### src/rtl/mw_ctl_pkg.sv
package mw_ctl_pkg;
  typedef enum logic [2:0] {
    OP_READ  = 3'd0,
    OP_WRITE = 3'd1,
    OP_ERASE = 3'd2,
    OP_WREN  = 3'd3,
    OP_WRDIS = 3'd4,
    OP_ERALL = 3'd5,
    OP_WRALL = 3'd6,
    OP_RSVD  = 3'd7
  } op_e;

  typedef enum logic [2:0] {
    ST_PWR,
    ST_IDLE,
    ST_LO,
    ST_HI,
    ST_GAP,
    ST_POLL
  } st_e;
endpackage

### src/rtl/mw_tick_gen.sv
module mw_tick_gen #(
  parameter int HALF_CYC = 25
) (
  input  logic clk,
  input  logic rst,
  input  logic run,
  input  logic clr,
  output logic tick
);
  localparam int CW = (HALF_CYC > 1) ? $clog2(HALF_CYC) : 1;

  logic [CW-1:0] cnt;

  assign tick = run && (cnt == CW'(HALF_CYC - 1));

  always_ff @(posedge clk) begin
    if (rst || !run || clr || tick) cnt <= '0;
    else                            cnt <= cnt + 1'b1;
  end
endmodule

### src/rtl/mw_countdown.sv
module mw_countdown #(
  parameter int W    = 8,
  parameter int INIT = 0
) (
  input  logic         clk,
  input  logic         rst,
  input  logic         load,
  input  logic [W-1:0] load_val,
  input  logic         en,
  output logic         zero
);
  logic [W-1:0] cnt;

  assign zero = (cnt == '0);

  always_ff @(posedge clk) begin
    if (rst)                cnt <= W'(INIT);
    else if (load)          cnt <= load_val;
    else if (en && !zero)   cnt <= cnt - 1'b1;
  end
endmodule

### src/rtl/mw_frame_enc.sv
module mw_frame_enc
  import mw_ctl_pkg::*;
#(
  parameter int ADDR_W = 8,
  parameter int DATA_W = 16,
  parameter int SLOT_W = 5,
  localparam int HDR_W   = 3 + ADDR_W,
  localparam int FRAME_W = HDR_W + DATA_W
) (
  input  op_e                op,
  input  logic [ADDR_W-1:0]  addr,
  input  logic [DATA_W-1:0]  wdata,
  output logic [FRAME_W-1:0] frame,
  output logic [SLOT_W-1:0]  nslots,
  output logic               is_read,
  output logic               is_wr
);
  localparam int RD_SLOTS = HDR_W + DATA_W + 1;

  logic [1:0]        opc;
  logic [ADDR_W-1:0] afld;
  logic              has_data;

  always_comb begin
    opc      = 2'b00;
    afld     = {2'b00, {(ADDR_W-2){1'b0}}};
    has_data = 1'b0;
    is_read  = 1'b0;
    is_wr    = 1'b0;
    case (op)
      OP_READ:  begin opc = 2'b10; afld = addr; is_read = 1'b1; end
      OP_WRITE: begin opc = 2'b01; afld = addr; has_data = 1'b1; is_wr = 1'b1; end
      OP_ERASE: begin opc = 2'b11; afld = addr; is_wr = 1'b1; end
      OP_WREN:  afld = {2'b11, {(ADDR_W-2){1'b0}}};
      OP_ERALL: begin afld = {2'b10, {(ADDR_W-2){1'b0}}}; is_wr = 1'b1; end
      OP_WRALL: begin afld = {2'b01, {(ADDR_W-2){1'b0}}}; has_data = 1'b1; is_wr = 1'b1; end
      default:  afld = {2'b00, {(ADDR_W-2){1'b0}}};
    endcase
    frame = {1'b1, opc, afld, (has_data ? wdata : {DATA_W{1'b0}})};
    if (is_read)       nslots = SLOT_W'(RD_SLOTS);
    else if (has_data) nslots = SLOT_W'(FRAME_W);
    else               nslots = SLOT_W'(HDR_W);
  end
endmodule

### src/rtl/mw_host_ctl.sv
module mw_host_ctl
  import mw_ctl_pkg::*;
#(
  parameter int CLK_HZ       = 100_000_000,
  parameter int SK_HZ        = 2_000_000,
  parameter int ADDR_W       = 8,
  parameter int DATA_W       = 16,
  parameter int PWRUP_CYC    = 100_000,
  parameter int BUSY_TMO_CYC = 500_000
) (
  input  logic              clk,
  input  logic              rst,
  input  logic              cmd_valid,
  input  logic [2:0]        cmd_op,
  input  logic [ADDR_W-1:0] cmd_addr,
  input  logic [DATA_W-1:0] cmd_wdata,
  output logic              cmd_ready,
  output logic              rsp_done,
  output logic              rsp_err,
  output logic [DATA_W-1:0] rsp_rdata,
  output logic              eep_cs,
  output logic              eep_sk,
  output logic              eep_mosi,
  input  logic              eep_miso
);
  localparam int HALF_CYC = (CLK_HZ + 2*SK_HZ - 1) / (2*SK_HZ);
  localparam int HDR_W    = 3 + ADDR_W;
  localparam int FRAME_W  = HDR_W + DATA_W;
  localparam int RD_SLOTS = HDR_W + DATA_W + 1;
  localparam int SLOT_W   = $clog2(RD_SLOTS + 1);
  localparam int PW_W     = $clog2(PWRUP_CYC + 1);
  localparam int TMO_W    = $clog2(BUSY_TMO_CYC + 1);

  st_e                st;
  logic [FRAME_W-1:0] sh;
  logic [SLOT_W-1:0]  slot, nsl;
  logic               rd_op, wr_op, poll_pend, err_q;
  logic [DATA_W-1:0]  rx;

  logic [FRAME_W-1:0] enc_frame;
  logic [SLOT_W-1:0]  enc_nsl;
  logic               enc_rd, enc_wr;
  logic               tick, tick_run, tick_clr;
  logic               pwr_zero, tmo_zero, tmo_load;

  assign cmd_ready = (st == ST_IDLE);
  assign tick_run  = (st == ST_LO) || (st == ST_HI) || (st == ST_GAP) || (st == ST_POLL);
  assign tick_clr  = (st == ST_POLL) && tmo_zero && !(tick && eep_miso);
  assign tmo_load  = (st == ST_GAP) && tick && poll_pend;

  mw_frame_enc #(.ADDR_W(ADDR_W), .DATA_W(DATA_W), .SLOT_W(SLOT_W)) enc_i (
    .op(op_e'(cmd_op)), .addr(cmd_addr), .wdata(cmd_wdata),
    .frame(enc_frame), .nslots(enc_nsl), .is_read(enc_rd), .is_wr(enc_wr)
  );

  mw_tick_gen #(.HALF_CYC(HALF_CYC)) tick_i (
    .clk(clk), .rst(rst), .run(tick_run), .clr(tick_clr), .tick(tick)
  );

  mw_countdown #(.W(PW_W), .INIT(PWRUP_CYC)) pwr_i (
    .clk(clk), .rst(rst), .load(1'b0), .load_val('0),
    .en(st == ST_PWR), .zero(pwr_zero)
  );

  mw_countdown #(.W(TMO_W), .INIT(0)) tmo_i (
    .clk(clk), .rst(rst), .load(tmo_load), .load_val(TMO_W'(BUSY_TMO_CYC)),
    .en(st == ST_POLL), .zero(tmo_zero)
  );

  always_ff @(posedge clk) begin
    if (rst) begin
      st        <= ST_PWR;
      sh        <= '0;
      slot      <= '0;
      nsl       <= '0;
      rd_op     <= 1'b0;
      wr_op     <= 1'b0;
      poll_pend <= 1'b0;
      err_q     <= 1'b0;
      rx        <= '0;
      eep_cs    <= 1'b0;
      eep_sk    <= 1'b0;
      eep_mosi  <= 1'b0;
      rsp_done  <= 1'b0;
      rsp_err   <= 1'b0;
      rsp_rdata <= '0;
    end else begin
      rsp_done <= 1'b0;
      case (st)
        ST_PWR: if (pwr_zero) st <= ST_IDLE;
        ST_IDLE: if (cmd_valid) begin
          sh        <= enc_frame;
          nsl       <= enc_nsl;
          rd_op     <= enc_rd;
          wr_op     <= enc_wr;
          slot      <= SLOT_W'(1);
          err_q     <= 1'b0;
          poll_pend <= 1'b0;
          eep_cs    <= 1'b1;
          eep_mosi  <= enc_frame[FRAME_W-1];
          st        <= ST_LO;
        end
        ST_LO: if (tick) begin
          if (rd_op && (slot > SLOT_W'(HDR_W))) rx <= {rx[DATA_W-2:0], eep_miso};
          eep_sk <= 1'b1;
          st     <= ST_HI;
        end
        ST_HI: if (tick) begin
          eep_sk <= 1'b0;
          if (slot == nsl) begin
            eep_cs    <= 1'b0;
            eep_mosi  <= 1'b0;
            poll_pend <= wr_op;
            st        <= ST_GAP;
          end else begin
            slot     <= slot + 1'b1;
            sh       <= {sh[FRAME_W-2:0], 1'b0};
            eep_mosi <= sh[FRAME_W-2];
            st       <= ST_LO;
          end
        end
        ST_GAP: if (tick) begin
          if (poll_pend) begin
            poll_pend <= 1'b0;
            eep_cs    <= 1'b1;
            st        <= ST_POLL;
          end else begin
            rsp_done <= 1'b1;
            rsp_err  <= err_q;
            if (rd_op) rsp_rdata <= rx;
            st <= ST_IDLE;
          end
        end
        ST_POLL: begin
          if (tick && eep_miso) begin
            eep_cs <= 1'b0;
            st     <= ST_GAP;
          end else if (tmo_zero) begin
            eep_cs <= 1'b0;
            err_q  <= 1'b1;
            st     <= ST_GAP;
          end
        end
        default: st <= ST_IDLE;
      endcase
    end
  end
endmodule

### config.mk
export PLATFORM = sky130hd
export DESIGN_NAME = mw_host_ctl
export DESIGN_NICKNAME = d
export VERILOG_FILES = /design/src/rtl/mw_ctl_pkg.sv /design/src/rtl/mw_tick_gen.sv /design/src/rtl/mw_countdown.sv /design/src/rtl/mw_frame_enc.sv /design/src/rtl/mw_host_ctl.sv
export SDC_FILE = /design/constraint.sdc
export NUM_CORES = 1
export LEC_CHECK = 0
export ABC_AREA = 1
export BUFFER_PORTS_ARGS = -buffer_cell sky130_fd_sc_hd__buf_2
export CAP_MARGIN = 20
export CORE_ASPECT_RATIO = 0.8
export CORE_UTILIZATION = 40
export CTS_CLUSTER_DIAMETER = 60
export DETAILED_ROUTE_END_ITERATION = 8
export SYNTH_ARGS = -nofsm -noshare
export SYNTH_HDL_FRONTEND = slang
export SYNTH_SLANG_ARGS = --single-unit
### constraint.sdc
create_clock -name clk -period 2.05 [get_ports clk]
set_input_delay 0.3075 -clock clk [delete_from_list [all_inputs] [get_ports clk]]
set_output_delay 0.3075 -clock clk [all_outputs]
set_load 0.02 [all_outputs]
==> metrics.md, run 1 <==
| Metric | Value |
|---|---|
| Status | finished clean |
| Crit path required time | 2.36 ns |
| Synth Area in Compound Gates | 0.153 |
| Max Clock Freq | 0.523 GHz |
| Global-route wire length before repair | 22400 um |
| Top delay family on crit path | simple AND/OR/NAND/NOR gates |
| Synth area leader | dfxtp_1 |
| Post-synthesis adder-cell area fraction | 0.0131 |
| Final hold slack | 0.188 ns |
| Post-DR wirelength/cell | 12.0 um |
| Largest family of logic cells by synthesized area | simple AND/OR/NAND/NOR gates |
| Gr ovfl total | 0 |
| Port buffer count | 52 |
| DR DRC count | 0 |
| CTS tree | built |
| Cell breakdown of the critical path | inv_1 > ha_1 > nand2_1 > nor2_2 > nand2_1 > nor3_2 > inv_2 > nor2_4 > clkinvlp_4 > buf_12 > nor2_1 > nor2_1 |
| Top-area cell type share of the netlist area | 0.415 |
| # H-tree levels | 4 |
| Crit path DAT | 2.22 ns |
| Max-Cap Viols | 0 |
| Ant diodes | 0 |
| Hold endpoint | sh[0] |
| GRT met3 Usage | 0.0451 |
| Post-synth EDFFs | 0 |
| Worst r2r src | tick_i.cnt[0] |
| Synth async-reset ratio | 0 |
| Rel. slew slack | 0.550 |
| Initial Util | 0.416 |
| Synth Flop Type | dfxtp_1 |
| Initial DRC Count | 271 |
| CTS Buffer Depth | 2 |
| Pleak | 3.07 nW |
| Drt via density | 4.83 |
| TritonCTS buffer count | 17 |
| Nets@finish | 930 |
| XOR/XNOR Fraction of Synth Area | 0.0244 |
| Clk_lat worst skew | 0.41 ns |
| Commonest non-fill, non-tap cell in the layout | nor2_1 |
| WP buf/inv | 4 |
| Sequential-to-total area share from yosys stat | 0.415 |
| Dpl cells | 1051 |
| Die area | 14800 um2 |
| Area grow syn2layout | 19.5% |
| Per-instance average area after synthesis | 6.90 um2 |
| Synth Area in Simple Gates | 0.306 |
| CORE AREA | 13800 um2 |
| Worst setup SP type | flop |
| Met2 Use GR | 0.285 |
| Hold Fails Final Rpt | 0 |
| Initial DRT Pass Iterations | 5 |
| Worst hold path class | in -> reg |
| Worst Skew | 0.00729 ns |
| HP Start | cmd_wdata[0] |
| Max rail drop VDD | 0.546 mV |
| Hold buffers post-CTS | 0 |
| Antenna viol nets, final | 0 |
| Post-Syn Area | 5730 um2 |
| M1 GR Usage | 0.271 |
| Vias in the first global route | 4744 |
| Initial antenna violation count | 0 |
| CTS clk-pin slew, worst paths | 0.06 ns |
| GRT Max-Usage Layer | met2 |
| Synth cell types | 37 |
| Die height | 109 um |
| Post-Syn Nets | 868 |
| Post-DP HPWL | 8920 um |
| Power Density | 1100 nW/um2 |
| Post-synthesis mux area share | 0 |
| Post-Layout Cell Count | 1086 |
| Worst-path maximum fanout | 16 |
| Row Count | 38 |
| CP peak stage delay | 0.34 ns |
| Largest net degree at the start of global routing | 49 |
| Ys Warns | 0 |
| Measured slew at the worst slew-check pin | 0.675 ns |
| R2R Path End | rsp_rdata[2] |
| GRT Resource Usage Total | 0.191 |
| Crit-path slowest cell | dfxtp_1 |
| Worst R2R Path Depth | 12 |
| Synth Register Bits | 119 |
| Commonest cells after routing, fill and taps aside | 183 x nor2_1, 143 x nand2_1, 119 x dfxtp_1 |
| Routed via count | 5245 |
| Final Max Tran Viols | 0 |
| Clock root buffer | clkbuf_16 |
| Setup violators final | 0 |
| Sink Count | 119 |
| Cells after Synth | 831 |
| Total wire length | 13000 um |
| Share of post-route cells with drive strength above 1 | 0.155 |
| RSZ-0062 raised after global routing | yes |
| Synth area leaders | dfxtp_1 42%, nor2_1 12%, nand2_1 9.4%, o21ai_0 6.9%, inv_1 5.2% |
| Crit path time final | 1.91 ns |
| Hold path depth | 3 |
| Die width | 136 um |
| Io pins | 53 |
| WS Path Type | reg -> reg |
| RePlAce Congestion | 0.865 |
| Final Cycle Share | 0.932 |
| Reg2Reg Setup Slack | 0.14 ns |
| Crit. End Element | flop |
==> Yosys cell counts (9+ instances only) <==
cell / count
clkbuf_1: 14
nor2_1: 184
xor2_1: 11
nand2_1: 144
nand3_1: 53
nand4_1: 9
a21oi_1: 42
o21ai_0: 79
inv_1: 80
a211oi_1: 16
dfxtp_1: 119
==> worst min-delay path: stages <==
cell	delay [ns]
buf_2	0.11
nand3_1	0.07
a21oi_1	0.06
==> layout make-up <==
| type | count | area [um2] |
|---|---|---|
| Clock buffer | 17 | 425 |
| Multi-Input combinational cell | 595 | 2860 |
| Clock inverter | 15 | 195 |
| Fill cell | 1394 | 6940 |
| Sequential cell | 119 | 2380 |
| Timing Repair Buffer | 74 | 438 |
| Tap cell | 180 | 225 |
| Inverter | 86 | 330 |
==> layer usage <==
| metal | wire length (um) | up-vias | part of all wire |
|---|---|---|---|
| met5 | 0 | - | 0 |
| met4 | 146 | 0 | 0.011 |
| met3 | 605 | 11 | 0.047 |
| met2 | 5310 | 111 | 0.41 |
| met1 | 6930 | 2302 | 0.53 |
| li1 | - | 2821 | - |
==> repair_timing <==
action,in CTS,in global routing
hold endpoints to repair,0,0
resized for setup,0,8
buffers inserted,0,3
endpoints found under the setup margin,0,34
==> how the worst max path moves through the flow <==
| stage | start | slack, ns | endpoint | cells after the start |
|---|---|---|---|---|
| after floorplan | tmo_i.cnt[0] | 0.35 | tmo_i.cnt[5] | 10 |
| after global placement | tick_i.cnt[0] | 0.11 | rsp_rdata[2] | 11 |
| after detailed placement | tick_i.cnt[0] | 0.08 | rsp_rdata[2] | 11 |
| after CTS | tick_i.cnt[0] | 0.08 | rsp_rdata[2] | 11 |
| after global routing | tick_i.cnt[0] | -0.03 | rsp_rdata[0] | 12 |
| final | tick_i.cnt[0] | 0.14 | rsp_rdata[2] | 12 |
==> kinds of logic (layout without fill, tap and decap cells) <==
logic type                 Yosys count  count (layout)
adders and majority gates            6               6
DFF                                119             119
buffers and inverters              117             192
xor gates and xnor gates            16              16
and+or+nand+nor                    419             419
AOI/OAI and AO/OA                  154             154
==> power breakdown <==
part / switching [mW] / leakage [nW] / internal, mW
logic: 1.06 / 1.81 / 0.583
clock network: 1.17 / 0.302 / 1.95
registers: 0.168 / 0.965 / 2.62
total: 2.40 / 3.07 / 5.14
==> stage by stage <==
step	setup TNS (ns)	area, um2	setup WS, ns	util	power [mW]
floorplan	0	5730	0.349	-	4.14
global placement	0	6180	0.115	0.448	4.43
detailed placement	0	6180	0.0802	0.448	4.42
CTS	0	6800	0.0755	0.493	7.54
global route	-0.145	6850	-0.0310	0.497	7.99
finish	0	6850	0.139	0.497	7.54
==> state kept, by name, indices dropped and copies added, names as in the netlist, 3 cells and up <==
signal and count:
slot 5, tmo_i.cnt 19, pwr_i.cnt 17, st 3
rsp_rdata 16, rx 16, tick_i.cnt 5, sh 26
nsl 4
(Power assumes the default switching activity.)
==> run 2: changes to the inputs <==
--- a/config.mk
+++ b/config.mk
@@ -5,10 +5,8 @@
 export SDC_FILE = /design/constraint.sdc
 export NUM_CORES = 1
 export LEC_CHECK = 0
-export ABC_AREA = 1
 export BUFFER_PORTS_ARGS = -buffer_cell sky130_fd_sc_hd__buf_2
 export CAP_MARGIN = 20
-export CORE_ASPECT_RATIO = 0.8
 export CORE_UTILIZATION = 40
 export CTS_CLUSTER_DIAMETER = 60
 export DETAILED_ROUTE_END_ITERATION = 8
==> run 2 against run 1 <==
  * The flow now finishes with violations (setup timing)
  * Sequential power shrank 6%
  * Routed wire length shrank 0.91%
  * Via count shrank 8.4%
  * Sequential share of layout area shrank 0.63 points
  * Critical path type unchanged
  * Critical endpoint is now pwr_i.cnt[5]
==> metrics.md, run 2 <==
| Metric | Value |
|---|---|
| CP most frequent cell | or4_4 |
| Io pins | 53 (unchanged) |
| Nets@finish | 756 (-19%) |
| Most instantiated cells after synthesis | 119 x dfxtp_1, 94 x nor2_1, 51 x nand2_1 |
| Cell breakdown of the critical path | or4_4 > or4_4 > buf_12 > o211ai_4 > nor3_1 > or3b_1 |
| Sink Count | 119 (unchanged) |
| Post-DR wirelength/cell | 14.2 um (+19%) |
| Post-synthesis adder-cell area fraction | 0.0139 (+0.000775) |
| Worst Skew | 0.00727 ns (-0.0000201 ns) |
| GRT Resource Usage Total | 0.191 (about the same) |
| Worst hold path class | in -> reg |
| Post-Syn Nets | 673 (-22%) |
| Synth area leader | dfxtp_1 |
| Synth Area in Simple Gates | 0.232 (-0.0734) |
| Rel. slew slack | 0.620 (+0.0703) |
| Die width | 118 um (-13%) |
| Max reg flops | 26 (unchanged) |
| Hold buffers post-CTS | 0 (unchanged) |
| Top-area cell type share of the netlist area | 0.440 (+0.0246) |
| Post-Layout Cell Count | 907 (-16%) |
| Cells after Synth | 636 (-23%) |
| WP buf/inv | 1 (-3) |
| Crit path required time | 2.35 ns (about the same) |
| Status | complete, but fails checks |
| Max Clock Freq | 0.470 GHz (-10%) |
| Worst setup SP type | flop |
| M1 GR Usage | 0.245 (-0.0261) |
| Dpl cells | 867 (-18%) |
| Gr ovfl total | 0 (unchanged) |
| Per-instance average area after synthesis | 8.51 um2 (+23%) |
| CTS clk-pin slew, worst paths | 0.06 ns (about the same) |
| Drt via density | 5.30 (+9.7%) |
| TritonCTS buffer count | 17 (unchanged) |
| Initial DRT Pass Iterations | 4 (-1) |
| Worst Setup Slack, final | -0.0786 ns (-0.217 ns) |
| Port buffer count | 52 (unchanged) |
| Initial antenna violation count | 0 (unchanged) |
| Vias in the first global route | 4573 (-3.6%) |
| Die area | 14000 um2 (-5.5%) |
| Met2 Use GR | 0.303 (+0.0180) |
| Global-route wire length before repair | 21500 um (-4.0%) |
| Synth Area in Compound Gates | 0.185 (+0.0328) |
| Synth Register Bits | 119 (unchanged) |
| Largest family of logic cells by synthesized area | simple AND/OR/NAND/NOR gates |
| Initial DRC Count | 299 (+10%) |
| # H-tree levels | 4 (unchanged) |
| Top Registers | sh x26, tmo_i.cnt x19, pwr_i.cnt x17 |
| Failing checks | setup timing |
| Worst-path maximum fanout | 8 (-8) |
| Routed via count | 4805 (-8.4%) |
| Hold Fails Final Rpt | 0 (unchanged) |
| Post-DP HPWL | 8230 um (-7.8%) |
| CTS tree | built |
| Crit path time final | 2.13 ns (+0.217 ns) |
| CP peak stage delay | 0.52 ns (+0.18 ns) |
| Final Max Tran Viols | 0 (unchanged) |
| XOR/XNOR Fraction of Synth Area | 0.0534 (+0.0289) |
| Row Count | 42 (+11%) |
| Power Density | 960 nW/um2 (-13%) |
| Share of post-route cells with drive strength above 1 | 0.235 (+0.0808) |
| CORE AREA | 13200 um2 (-4.0%) |
| Place WS | -0.0925 ns (-0.173 ns) |
| Synth cell types | 58 (+57%) |
| Area grow syn2layout | 29.1% |
| Clock root buffer | clkbuf_16 |
| Total wire length | 12900 um (-0.91%) |
| Final Cycle Share | 1.04 (+0.106) |
| Crit. End Element | flop |
| Commonest cells after routing, fill and taps aside | 117 x dfxtp_1, 93 x nor2_1, 52 x buf_2 |
| Synth area leaders | dfxtp_1 44%, nor2_1 6.5%, a21oi_1 4.3%, a211oi_1 4.0%, nand2_1 3.5% |
| Post-synthesis mux area share | 0.0351 (+0.0351) |
| GRT met3 Usage | 0.0531 (+0.00799) |
| Clk_lat worst skew | 0.42 ns (about the same) |
| Setup violators final | 7 (+7) |
| Ys Warns | 0 (unchanged) |
| RSZ-0062 raised after global routing | yes |
| Post-Syn Area | 5410 um2 (-5.6%) |
| Max rail drop VDD | 0.583 mV (+6.7%) |
| Crit-path slowest cell | or4_4 |
| GRT Max-Usage Layer | met2 |
| Crit path DAT | 2.43 ns (+0.21 ns) |
| Die height | 118 um (+8.5%) |
| Tot Pwr | 6.71 mW (-11%) |
| Most frequent cell after synthesis | dfxtp_1 |
| Antenna viol nets, final | 0 (unchanged) |
| Most flops, register | sh |
| Ant diodes | 0 (unchanged) |
| Commonest non-fill, non-tap cell in the layout | dfxtp_1 |
| RePlAce Congestion | 0.782 (-9.6%) |
| Initial Util | 0.409 (-0.00706) |
| Synth Flop Type | dfxtp_1 |
| Synth async-reset ratio | 0 (unchanged) |
| Top delay family on crit path | simple AND/OR/NAND/NOR gates |
| Core Util, Final | 0.528 (+0.0306) |
| Sequential-to-total area share from yosys stat | 0.440 (+0.0246) |
| CTS Buffer Depth | 2 (unchanged) |
| Max-Cap Viols | 0 (unchanged) |
| WS Path Type | reg -> reg |
| Pleak | 2.74 nW (-11%) |
| Largest net degree at the start of global routing | 64 (+31%) |
| Post-synth EDFFs | 0 (unchanged) |
| Measured slew at the worst slew-check pin | 0.556 ns (-0.119 ns) |
| DR DRC count | 0 (unchanged) |
-- run 2: cell count changes in the layout (fill, tap and decap cells not counted), sizes merged, moves of 10 or more --
cell and change:
a2bb2oi +17, buf +31, inv -78, mux2i +19, nand2 -98, nand3 -27, nor2 -95, nor3 +11
o21ai -66, or3 +13, xnor2 +10
-- run 2: through the flow --
| step | setup TNS [ns] | hold slack (ns) | instance area [um2] |
|---|---|---|---|
| 3_3_place_gp | -0.163 | 0.440 | 6150 |
| 4_1_cts | -0.438 | 0.160 | 6760 |
| 6_report | -0.315 | 0.168 | 6990 |
| 5_1_grt | -1.01 | 0.167 | 6990 |
| 3_5_place_dp | -0.611 | 0.447 | 6150 |
| 2_1_floorplan | -0.264 | 0.430 | 5460 |
-- run 2: kinds of logic after synthesis --
| kind of cell | Yosys count |
|---|---|
| and+or+nand+nor | 258 |
| DFF | 119 |
| xor gates and xnor gates | 33 |
| muxes | 19 |
| buffers and inverters | 54 |
| adders and majority gates | 6 |
| AOI/OAI and AO/OA | 147 |
-- run 2: worst min-delay path, cell delays in order --
cell and delay (ns):
buf_2 0.11, mux2i_1 0.06, nor2_1 0.07
-- run 2: worst paths after layout --
check | cells after the start | startpoint | slack [ns] | end
worst max-delay path | 6 | pwr_i.cnt[7] | -0.08 | pwr_i.cnt[5]
worst min-delay path | 3 | eep_miso | 0.17 | rx[0]
worst max register to register | 6 | pwr_i.cnt[7] | -0.08 | pwr_i.cnt[5]
worst min register to register | 2 | rsp_rdata[8] | 0.45 | rsp_rdata[8]
-- run 2: area by class of cell --
cell class	count	area (um2)
Inverter	11	41.3
Fill cell	1253	6260
Clock inverter	11	125
Tap cell	176	220
Clock buffer	20	467
Sequential cell	119	2380
Multi-Input combinational cell	463	2990
Timing Repair Buffer	107	761
-- run 2: metal layers --
layer  wire, um  vias up
li1           -     2463
met1       6210     2242
met2       5900       81
met3        542       19
met4        228        0
met5          0        -
-- run 2: where the power goes --
part,total (mW),switching (mW),internal [mW]
clock network,2.95,1.08,1.87
registers,2.60,0.125,2.47
logic,1.16,0.642,0.516
total,6.71,1.85,4.86
-- run 2: what timing repair did --
| item | in CTS | in global routing |
|---|---|---|
| pin swaps | 1 | 11 |
| setup buffers | 0 | 7 |
| gates cloned | 0 | 2 |
| endpoints found under the setup margin | 20 | 80 |
| gates resized for setup | 4 | 26 |
==> run 3: changes to the inputs <==
--- a/config.mk
+++ b/config.mk
@@ -7,6 +7,7 @@
 export LEC_CHECK = 0
 export BUFFER_PORTS_ARGS = -buffer_cell sky130_fd_sc_hd__buf_2
 export CAP_MARGIN = 20
+export CORE_ASPECT_RATIO = 0.5
 export CORE_UTILIZATION = 40
 export CTS_CLUSTER_DIAMETER = 60
 export DETAILED_ROUTE_END_ITERATION = 8
==> run 3 against run 2 <==
  * The run ends with DRC, setup timing left
  * Cell area down 0.52%
  * Core utilization up 1.0 points
  * Clock skew up 0.0047 ns
  * Non-clock buffer count unchanged
  * Critical path type unchanged
  * Cell count down 0.55%
  * Die area up 0.20%
==> metrics.md, run 3 (synthesized netlist as in run 2, its figures left out) <==
| Metric | Value |
|---|---|
| Gr ovfl total | 0 (unchanged) |
| Crit-path slowest cell | or4_4 |
| Post-Layout Cell Count | 902 (-0.55%) |
| Row Count | 29 (-31%) |
| Setup_tns | -0.513 ns (-0.198 ns) |
| Sw Share | 0.291 (+0.0153) |
| Initial DRC Count | 372 (+24%) |
| Worst r2r src | pwr_i.cnt[7] |
| Global-route wire length before repair | 21500 um (-0.26%) |
| Post-DR wirelength/cell | 14.3 um (+1.0%) |
| Die width | 167 um (+41%) |
| Area grow syn2layout | 28.4% |
| Die area | 14000 um2 (+0.20%) |
| Total wire length | 12900 um (+0.46%) |
| Rel. slew slack | 0.645 (+0.0248) |
| Crit path time final | 2.14 ns (+0.0138 ns) |
| Dpl cells | 864 (-0.35%) |
| Max reg flops | 26 (unchanged) |
| DRT met1 WL | 6550 um (+5.4%) |
| CP most frequent cell | or4_4 |
| Fin area | 6950 um2 (-0.52%) |
| Port buffer count | 52 (unchanged) |
| Fillers | 1181 (-5.7%) |
| HP Start | cmd_wdata[0] |
| Register area | 2390 um2 (+0.10%) |
| Placed cell area | 6180 um2 (+0.49%) |
| Most flops, register | sh |
| Commonest cells after routing, fill and taps aside | 115 x dfxtp_1, 93 x nor2_1, 52 x buf_2 |
| Top Registers | sh x26, tmo_i.cnt x19, pwr_i.cnt x17 |
| Reg2Reg Setup Slack | -0.09 ns (about the same) |
| Final Cycle Share | 1.05 (+0.00672) |
| Max Used Layer | met4 |
| Cell breakdown of the critical path | or4_4 > or4_4 > buf_12 > o211ai_4 > nor3_1 > or3b_1 |
| Commonest non-fill, non-tap cell in the layout | dfxtp_1 |
| Final hold slack | 0.170 ns (+0.00176 ns) |
| Initial antenna violation count | 0 (unchanged) |
| Sink Count | 119 (unchanged) |
| Measured slew at the worst slew-check pin | 0.528 ns (-0.0277 ns) |
| Crit. End Element | flop |
| Post-DP HPWL | 8440 um (+2.5%) |
| Antenna viol nets, final | 0 (unchanged) |
| CP peak stage delay | 0.53 ns (about the same) |
| Area of the multi-input gates | 2940 um2 (-1.8%) |
| R2R Path End | pwr_i.cnt[5] |
| P_int | 4.83 mW (-0.65%) |
| Clock network fraction of total power | 0.448 (+0.008) |
| Nets@finish | 756 (unchanged) |
| Largest net degree at the start of global routing | 58 (-9.4%) |
| Clk_lat worst skew | 0.42 ns (about the same) |
| Place WS | -0.100 ns (-0.00742 ns) |
| Max rail drop VDD | 0.539 mV (-7.6%) |
| Met2 wire length | 5850 um (-0.88%) |
| Pleak | 2.76 nW (+0.84%) |
| Initial Util | 0.419 (+0.0103) |
| Worst setup SP type | flop |
| Worst Skew | 0.0120 ns (+0.00471 ns) |
| Max Clock Freq | 0.467 GHz (-0.64%) |
| Worst hold path class | in -> reg |
| TritonCTS buffer count | 17 (unchanged) |
| Drt via density | 5.36 (+1.1%) |
| WS Path Type | reg -> reg |
| Final Max Tran Viols | 0 (unchanged) |
| CORE AREA | 12900 um2 (-2.5%) |
| Hold endpoint | sh[0] |
| Initial DRT Pass Iterations | 8 (+4) |
| Share of post-route cells with drive strength above 1 | 0.239 (+0.00378) |
| Hold buffers post-CTS | 0 (unchanged) |
| Crit path DAT | 2.44 ns (about the same) |
| Die height | 84.3 um (-29%) |
| Met3 routed WL | 497 um (-8.3%) |
| Hold Fails Final Rpt | 0 (unchanged) |
| Max-Cap Viols | 0 (unchanged) |
| CTS clk-pin slew, worst paths | 0.06 ns (about the same) |
| Power Density | 979 nW/um2 (+2.0%) |
| Worst Setup Slack, final | -0.0924 ns (-0.0138 ns) |
| Hold path depth | 3 (unchanged) |
| RePlAce Congestion | 0.812 (+3.8%) |
| Switch Pwr | 1.98 mW (+7.1%) |
| Vias in the first global route | 4486 (-1.9%) |
| Worst-path maximum fanout | 8 (unchanged) |
| GRT Resource Usage Total | 0.188 (-0.00354) |
| Worst R2R Path Depth | 6 (unchanged) |
| # H-tree levels | 4 (unchanged) |
| CTS tree | built |
| RSZ-0062 raised after global routing | yes |
| Routed via count | 4831 (+0.54%) |
| Clock root buffer | clkbuf_16 |
| CTS Buffer Depth | 2 (unchanged) |
| Combinational power share | 0.170 (-0.003) |
| Setup violators final | 9 (+2) |
| Failing checks | DRC, setup timing |
| Io pins | 53 (unchanged) |
| Status | complete, but fails checks |
| Crit path required time | 2.35 ns (about the same) |
| Seq pwr share | 0.382 (-0.005) |
| Ant diodes | 0 (unchanged) |
| DR DRC count | 3 (+3) |
run 3: changes by cell type in the layout (fill, tap and decap cells not counted), sizes merged:
cell,change
clkbuf,-3
clkinv,-3
clkinvlp,-3
inv,+10
run 3: power by group through the flow:
stage	clock network, mW	logic, mW	registers, mW
finish	3.05	1.16	2.60
global route	3.24	1.27	2.62
CTS	3.11	1.07	2.59
detailed placement	0	1.05	2.64
global placement	0	1.04	2.64
floorplan	0	0.726	2.62
run 3: routing by layer:
layer,vias up,global-route usage
met1,2267,0.252
met2,97,0.298
met4,0,0.0614
met5,-,0
met3,6,0.0448
li1,2461,-
run 3: layout make-up:
type                    count  area share
repair buffers            107       0.111
well taps                 170      0.0306
multi-input cells         463       0.422
clock inverters            15      0.0257
inverters                  11     0.00594
flip-flops and latches    119       0.343
clock buffers              17      0.0612
run 3: worst max-delay path, delay by kind of cell (launching register included):
kind / cells / cell delay (ns)
DFF: 1 / 0.33
and+or+nand+nor: 4 / 1.37
buffers and inverters: 1 / 0.16
AOI/OAI and AO/OA: 1 / 0.17
run 3: worst max path at each step:
| stage | to | depth (start not counted) | slack, ns | from |
|---|---|---|---|---|
| 2_1_floorplan | pwr_i.cnt[5] | 7 | -0.14 | pwr_i.cnt[5] |
| 5_1_grt | pwr_i.cnt[5] | 6 | -0.17 | pwr_i.cnt[7] |
| 4_1_cts | pwr_i.cnt[5] | 6 | -0.08 | pwr_i.cnt[7] |
| 6_report | pwr_i.cnt[5] | 6 | -0.09 | pwr_i.cnt[7] |
| 3_5_place_dp | pwr_i.cnt[16] | 6 | -0.1 | pwr_i.cnt[7] |
| 3_3_place_gp | pwr_i.cnt[16] | 6 | -0.05 | pwr_i.cnt[7] |
run 3: metrics by stage:
| stage | util | total power, mW |
|---|---|---|
| global placement | 0.479 | 3.68 |
| detailed placement | 0.479 | 3.69 |
| finish | 0.538 | 6.81 |
| CTS | 0.527 | 6.78 |
| global route | 0.538 | 7.13 |
| floorplan | - | 3.34 |
run 3: repair_timing:
action | in CTS | in global routing
buffers inserted | 0 | 3
endpoints found under the setup margin | 14 | 38
cloned | 0 | 3
pin swaps | 1 | 10
resized for setup | 5 | 18
